<file path="src/rtl/sdram_trk_pkg.sv">
package sdram_trk_pkg;

  typedef enum logic [2:0] {
    CMD_LMR = 3'b000,
    CMD_REF = 3'b001,
    CMD_PRE = 3'b010,
    CMD_ACT = 3'b011,
    CMD_WR  = 3'b100,
    CMD_RD  = 3'b101,
    CMD_RSV = 3'b110,
    CMD_NOP = 3'b111
  } cmd_t;

  function automatic int col_width(input int org);
    if (org == 4)      return 11;
    else if (org == 8) return 10;
    else               return 9;
  endfunction

endpackage

</file>
<file path="src/rtl/sdram_cmd_decode.sv">
module sdram_cmd_decode
  import sdram_trk_pkg::*;
#(
  parameter int ORG_WIDTH = 16,
  parameter int ADDR_W    = 13,
  parameter int COL_W     = col_width(ORG_WIDTH)
) (
  input  logic              cke,
  input  logic              cs_n,
  input  logic              ras_n,
  input  logic              cas_n,
  input  logic              we_n,
  input  logic [ADDR_W-1:0] addr,
  output cmd_t              cmd,
  output logic [COL_W-1:0]  col
);

  always_comb begin
    if (!cke || cs_n) cmd = CMD_NOP;
    else              cmd = cmd_t'({ras_n, cas_n, we_n});
  end

  generate
    if (ORG_WIDTH == 4) begin : g_x4
      assign col = {addr[11], addr[9:0]};
    end else if (ORG_WIDTH == 8) begin : g_x8
      assign col = addr[9:0];
    end else begin : g_x16
      assign col = addr[8:0];
    end
  endgenerate

endmodule

</file>
<file path="src/rtl/sdram_bank_slot.sv">
module sdram_bank_slot #(
  parameter int ROW_W     = 13,
  parameter int BURST_LEN = 8,
  parameter int CNT_W     = $clog2(BURST_LEN + 1)
) (
  input  logic             clk,
  input  logic             rst_n,
  input  logic             en,
  input  logic             act_hit,
  input  logic             ap_hit,
  input  logic             pre_hit,
  input  logic [ROW_W-1:0] row_in,
  output logic             open_o,
  output logic             closing_o,
  output logic [ROW_W-1:0] row_o
);

  localparam logic [CNT_W-1:0] CNT_LOAD = CNT_W'(BURST_LEN);
  localparam logic [CNT_W-1:0] CNT_ONE  = CNT_W'(1);

  logic             open_q, open_d;
  logic [ROW_W-1:0] row_q,  row_d;
  logic [CNT_W-1:0] cnt_q,  cnt_d;

  always_comb begin
    open_d = open_q;
    row_d  = row_q;
    cnt_d  = cnt_q;
    if (en) begin
      if (pre_hit) begin
        open_d = 1'b0;
        cnt_d  = '0;
      end else if (act_hit) begin
        open_d = 1'b1;
        row_d  = row_in;
      end else if (ap_hit) begin
        cnt_d = CNT_LOAD;
      end else if (cnt_q != '0) begin
        cnt_d = cnt_q - CNT_ONE;
        if (cnt_q == CNT_ONE) open_d = 1'b0;
      end
    end
  end

  always_ff @(posedge clk or negedge rst_n) begin
    if (!rst_n) begin
      open_q <= 1'b0;
      row_q  <= '0;
      cnt_q  <= '0;
    end else begin
      open_q <= open_d;
      row_q  <= row_d;
      cnt_q  <= cnt_d;
    end
  end

  assign open_o    = open_q;
  assign closing_o = (cnt_q != '0);
  assign row_o     = row_q;

  AST_ROW_HELD_WHILE_OPEN: assert property (@(posedge clk) disable iff (!rst_n)
    open_q |=> $stable(row_q));

  AST_AP_CLOSES: assert property (@(posedge clk) disable iff (!rst_n)
    (en && cnt_q == CNT_ONE) |=> !open_q);

  AST_FROZEN_NO_CKE: assert property (@(posedge clk) disable iff (!rst_n)
    !en |=> ($stable(open_q) && $stable(cnt_q) && $stable(row_q)));

endmodule

</file>
<file path="src/rtl/sdram_cmd_tracker.sv">
module sdram_cmd_tracker
  import sdram_trk_pkg::*;
#(
  parameter int NUM_BANKS = 4,
  parameter int ROW_W     = 13,
  parameter int ORG_WIDTH = 16,
  parameter int BURST_LEN = 8,
  parameter int BA_W      = $clog2(NUM_BANKS),
  parameter int COL_W     = col_width(ORG_WIDTH)
) (
  input  logic                       clk,
  input  logic                       rst_n,
  input  logic                       cke,
  input  logic                       cs_n,
  input  logic                       ras_n,
  input  logic                       cas_n,
  input  logic                       we_n,
  input  logic [BA_W-1:0]            ba,
  input  logic [ROW_W-1:0]           addr,
  output logic [2:0]                 cmd_code,
  output logic                       cmd_err,
  output logic [NUM_BANKS-1:0]       bank_open,
  output logic [NUM_BANKS*ROW_W-1:0] bank_rows,
  output logic                       col_valid,
  output logic                       col_write,
  output logic [BA_W-1:0]            col_bank,
  output logic [COL_W-1:0]           col_addr
);

  localparam int AP_BIT = 10;

  cmd_t             cmd;
  logic [COL_W-1:0] col;
  logic [NUM_BANKS-1:0] open_v, closing_v;
  logic [NUM_BANKS-1:0] act_hit, ap_hit, pre_hit;
  logic sel_open, sel_closing, is_rw, rw_ok, act_ok, err_d;

  sdram_cmd_decode #(
    .ORG_WIDTH(ORG_WIDTH), .ADDR_W(ROW_W), .COL_W(COL_W)
  ) u_dec (
    .cke(cke), .cs_n(cs_n), .ras_n(ras_n), .cas_n(cas_n), .we_n(we_n),
    .addr(addr), .cmd(cmd), .col(col)
  );

  assign sel_open    = open_v[ba];
  assign sel_closing = closing_v[ba];
  assign is_rw       = (cmd == CMD_RD) || (cmd == CMD_WR);
  assign rw_ok       = is_rw && sel_open && !sel_closing;
  assign act_ok      = (cmd == CMD_ACT) && !sel_open;

  always_comb begin
    err_d = 1'b0;
    if (cmd == CMD_ACT && sel_open)                    err_d = 1'b1;
    if (is_rw && !rw_ok)                               err_d = 1'b1;
    if (cmd == CMD_REF && (open_v != '0))              err_d = 1'b1;
  end

  generate
    for (genvar b = 0; b < NUM_BANKS; b++) begin : g_bank
      assign act_hit[b] = act_ok && (ba == BA_W'(b));
      assign ap_hit[b]  = rw_ok && addr[AP_BIT] && (ba == BA_W'(b));
      assign pre_hit[b] = (cmd == CMD_PRE) && (addr[AP_BIT] || ba == BA_W'(b));

      sdram_bank_slot #(
        .ROW_W(ROW_W), .BURST_LEN(BURST_LEN)
      ) u_slot (
        .clk(clk), .rst_n(rst_n), .en(cke),
        .act_hit(act_hit[b]), .ap_hit(ap_hit[b]), .pre_hit(pre_hit[b]),
        .row_in(addr),
        .open_o(open_v[b]), .closing_o(closing_v[b]),
        .row_o(bank_rows[b*ROW_W +: ROW_W])
      );
    end
  endgenerate

  logic [2:0]       cmd_q;
  logic             err_q, colv_q, colw_q;
  logic [BA_W-1:0]  colb_q;
  logic [COL_W-1:0] cola_q;

  always_ff @(posedge clk or negedge rst_n) begin
    if (!rst_n) begin
      cmd_q  <= CMD_NOP;
      err_q  <= 1'b0;
      colv_q <= 1'b0;
    end else begin
      cmd_q  <= cmd;
      err_q  <= err_d;
      colv_q <= rw_ok;
    end
  end

  always_ff @(posedge clk or negedge rst_n) begin
    if (!rst_n) begin
      colw_q <= 1'b0;
      colb_q <= '0;
      cola_q <= '0;
    end else if (rw_ok) begin
      colw_q <= (cmd == CMD_WR);
      colb_q <= ba;
      cola_q <= col;
    end
  end

  assign cmd_code  = cmd_q;
  assign cmd_err   = err_q;
  assign bank_open = open_v;
  assign col_valid = colv_q;
  assign col_write = colw_q;
  assign col_bank  = colb_q;
  assign col_addr  = cola_q;

  AST_CS_IGNORED: assert property (@(posedge clk) disable iff (!rst_n)
    (cke && cs_n) |=> (!cmd_err && !col_valid && cmd_code == 3'b111));

  AST_COL_ON_OPEN: assert property (@(posedge clk) disable iff (!rst_n)
    col_valid |-> bank_open[col_bank]);

  AST_PRE_ALL: assert property (@(posedge clk) disable iff (!rst_n)
    (cke && !cs_n && {ras_n, cas_n, we_n} == 3'b010 && addr[AP_BIT]) |=> (bank_open == '0));

  AST_REF_BUSY: assert property (@(posedge clk) disable iff (!rst_n)
    (cke && !cs_n && {ras_n, cas_n, we_n} == 3'b001 && bank_open != '0) |=> cmd_err);

  AST_ERR_NO_COL: assert property (@(posedge clk) disable iff (!rst_n)
    cmd_err |-> !col_valid);

endmodule

</file>
<file path="config.mk">
export PLATFORM = sky130hd
export DESIGN_NAME = sdram_cmd_tracker
export DESIGN_NICKNAME = d
export VERILOG_FILES = /design/src/rtl/sdram_trk_pkg.sv /design/src/rtl/sdram_cmd_decode.sv /design/src/rtl/sdram_bank_slot.sv /design/src/rtl/sdram_cmd_tracker.sv
export SDC_FILE = /design/constraint.sdc
export NUM_CORES = 1
export LEC_CHECK = 0
export ABC_CLOCK_PERIOD_IN_PS = 3100
export CAP_MARGIN = 40
export CELL_PAD_IN_SITES_DETAIL_PLACEMENT = 2
export CELL_PAD_IN_SITES_GLOBAL_PLACEMENT = 2
export CORE_MARGIN = 4
export CORE_UTILIZATION = 34
export DETAILED_ROUTE_END_ITERATION = 7
export GPL_ROUTABILITY_DRIVEN = 1
export PLACE_DENSITY_LB_ADDON = 0.1
export SYNTH_ARGS = -nofsm -noshare
export SYNTH_HDL_FRONTEND = slang
export SYNTH_HIERARCHICAL = 1
export SYNTH_SLANG_ARGS = --single-unit
</file>
<file path="constraint.sdc">
create_clock -name clk -period 3.1 [get_ports clk]
set_input_delay 0.31 -clock clk [delete_from_list [all_inputs] [get_ports clk]]
set_output_delay 0.31 -clock clk [all_outputs]
set_load 0.01 [all_outputs]
</file>
==> impl_metrics.json <==
{
  "cts_sinks": 89,
  "endpoint_kind": "register",
  "ff2ff_setup_slack_ns": 0.34,
  "fin_util_pct": 46.9,
  "slew_viol_final": 0,
  "cp-start-kind": "register",
  "post-route-period-util_pct": 89.2,
  "insertion_delay_ns": 0.35,
  "place_inst": 578,
  "layout_common_cells": "clkdlybuf4s50_1, dfrtp_1, mux2_2",
  "netSwitchingPower_mw": 1.33,
  "grt_usage_pct": 17.5,
  "p_int_mw": 3.02,
  "grt_pass1_wl_mm": 19.2,
  "clockPowerShare_pct": 27.9,
  "synthesis.area_um2": 4230,
  "crit_type": "reg -> reg",
  "maxCapViolCount": 0,
  "synth.distinct_cells": 41,
  "wl_per_cell_um": 19.7,
  "hold_viol": 0,
  "layout_setup_ws_ns": 0.336,
  "status": "finished, final reports clean",
  "vias": 2973,
  "nNetsFinal": 459,
  "initial_core_util_pct": 34.9,
  "clk_pin_slew_ns": 0.07,
  "ys_warn_count": 6,
  "cts_buffer_depth": 2,
  "synth_edf_count": 0,
  "antenna_left": 0,
  "powerDensity_nw_per_um2": 764,
  "cts_setup_buffers": 0,
  "critPathMaxFanout": 8,
  "final_common_cell": "clkdlybuf4s50_1",
  "antenna_found_initial": 0,
  "synth-async-reset-ratio_pct": 100,
  "grt_max_degree": 57,
  "core-area_um2": 12100,
  "fmax_mhz": 362,
  "critPathRequiredTime_ns": 3.38,
  "via_per_inst": 4.97,
  "drt_iter0_markers": 93,
  "drt_first_pass_iters": 4,
  "comb_power_share_pct": 32.7,
  "switching_share_pct": 30.6,
  "fp.dieW_um": 119,
  "postCtsHoldBufs": 0,
  "gp_congestion": 0.738,
  "syn_to_final_growth_pct": 34.6,
  "power_leakage_nw": 2.63,
  "ioPinCount": 95,
  "fin_crit_ns": 2.76,
  "tightest_slew_ns": 0.709,
  "overflow": 0,
  "syn_area_per_cell_um2": 13.2,
  "cts_resized": 0,
  "fin_worst_skew_ns": 0.00738,
  "cts_buffers": 9,
  "portBuffers": 94,
  "drive_gt1_share_pct": 23.7,
  "pre_cts_ws_ns": 0.0368,
  "diodes": 0,
  "grt_pass1_vias": 3373,
  "cts_htree_levels": 3,
  "ys_seq_elements": 89,
  "core.rowCount": 40,
  "synth_ff_type": "dfrtp_1",
  "fin_cells": 598,
  "die_h_um": 119,
  "slew_headroom_pct": 52.7,
  "syn_inst": 321,
  "dpl.hpwl_mm": 8.20,
  "yosysSeqAreaShare_pct": 52.8,
  "min_path_type": "in -> async",
  "arrival_ns": 3.04,
  "clockRootBuffer": "clkbuf_16",
  "die_area_um2": 14300,
  "totalWireLength_mm": 11.8,
  "seqPwrFrac_pct": 39.4,
  "holdWs_ns": 0.000555,
  "syn-num-nets": 355,
  "cts_tree": "yes",
  "grt_setup_unrepaired": "false",
  "finalSetupTns_ns": 0,
  "drc_errors": 0,
  "vdd_ir_drop_max_mv": 0.370,
  "setup_viol": 0
}
final timing paths:
check / start / endpoint / cells past startpoint
max reg2reg: g_bank[3].u_slot/cnt_q[0] / g_bank[3].u_slot/cnt_q[2] / 9
min: rst_n / g_bank[0].u_slot/row_o[1] / 1
max in group asynchronous: rst_n / cmd_code[1] / 2
min reg2reg: col_bank[1] / col_bank[1] / 1
min in group clk: col_bank[1] / col_bank[1] / 1
max: g_bank[3].u_slot/cnt_q[0] / g_bank[3].u_slot/cnt_q[2] / 9
cell families (layout without fill, tap and decap cells):
logic type | count (synthesis) | count (layout) | synth area share [%]
simple gates | 66 | 66 | 10.2
compound gates | 46 | 46 | 8.53
fa+ha+maj | 12 | 12 | 3.55
buf+inv | 40 | 149 | 6.31
flops | 89 | 89 | 52.8
mux | 68 | 68 | 18.6
final cells by class:
cell class                 instances  area (µm²)
multi-input combinational        192        1730
timing repair buffer             115        1120
fill                            1235        6430
sequential                        89        2230
clock inverter                     5        85.1
clock buffer                      11         243
tap                              168         210
inverter                          18        67.6
power groups by stage:
stage	logic [mW]	clock network, mW	registers [mW]
2_1_floorplan	0.663	0	1.78
3_3_place_gp	1.39	0	1.72
3_5_place_dp	1.44	0	1.74
4_1_cts	1.45	1.26	1.72
5_1_grt	1.57	1.32	1.77
6_report	1.42	1.21	1.71
synth_stat cells, types with 5 or more instances:
cell type / count / area (µm²)
nand2_1: 5 / 18.8
nor2_1: 14 / 52.6
ha_1: 12 / 150
o22ai_1: 5 / 31.3
mux2_1: 6 / 67.6
buf_4: 9 / 67.6
nand2b_1: 6 / 37.5
a21oi_1: 6 / 30.0
nor3_1: 5 / 25.0
o311ai_0: 5 / 43.8
buf_6: 11 / 124
a31oi_1: 5 / 31.3
mux2_2: 52 / 586
inv_1: 18 / 67.6
nand3b_1: 5 / 37.5
mux2i_1: 5 / 50.1
dfrtp_1: 86 / 2150
critical path, stage by stage, from the launching register on:
cell and delay [ns]:
dfrtp_1 0.40, inv_1 0.08, ha_1 0.20, or3b_4 0.25, and4b_1 0.18, or4_1 0.54
nor2b_4 0.19, and4_1 0.27, o311ai_0 0.42, o2bb2ai_1 0.16
registers in the layout, indices dropped and copies added, names as in the netlist:
register and flops:
col_addr 9, cmd_code 3, col_write 1, col_valid 1
g_bank.u_slot/cnt_q 16, g_bank.u_slot/row_o 52, g_bank.u_slot/open_o 4, cmd_err 1
col_bank 2
through the flow:
stage,cell area (µm²),total power [mW]
after CTS,5660,4.44
after global placement,5330,3.11
after detailed placement,5330,3.17
after floorplan,4230,2.44
final,5690,4.35
after global routing,5690,4.65
layer usage:
| metal | up-vias | global-route usage [%] | part of all wire (%) |
|---|---|---|---|
| met5 | - | 0 | 0 |
| met3 | 12 | 6.13 | 5.8 |
| met4 | 0 | 5.80 | 1.5 |
| met2 | 57 | 30.1 | 52 |
| met1 | 1537 | 20.5 | 41 |
| li1 | 1367 | - | - |
Note: power is estimated with default switching activity, not from simulation.
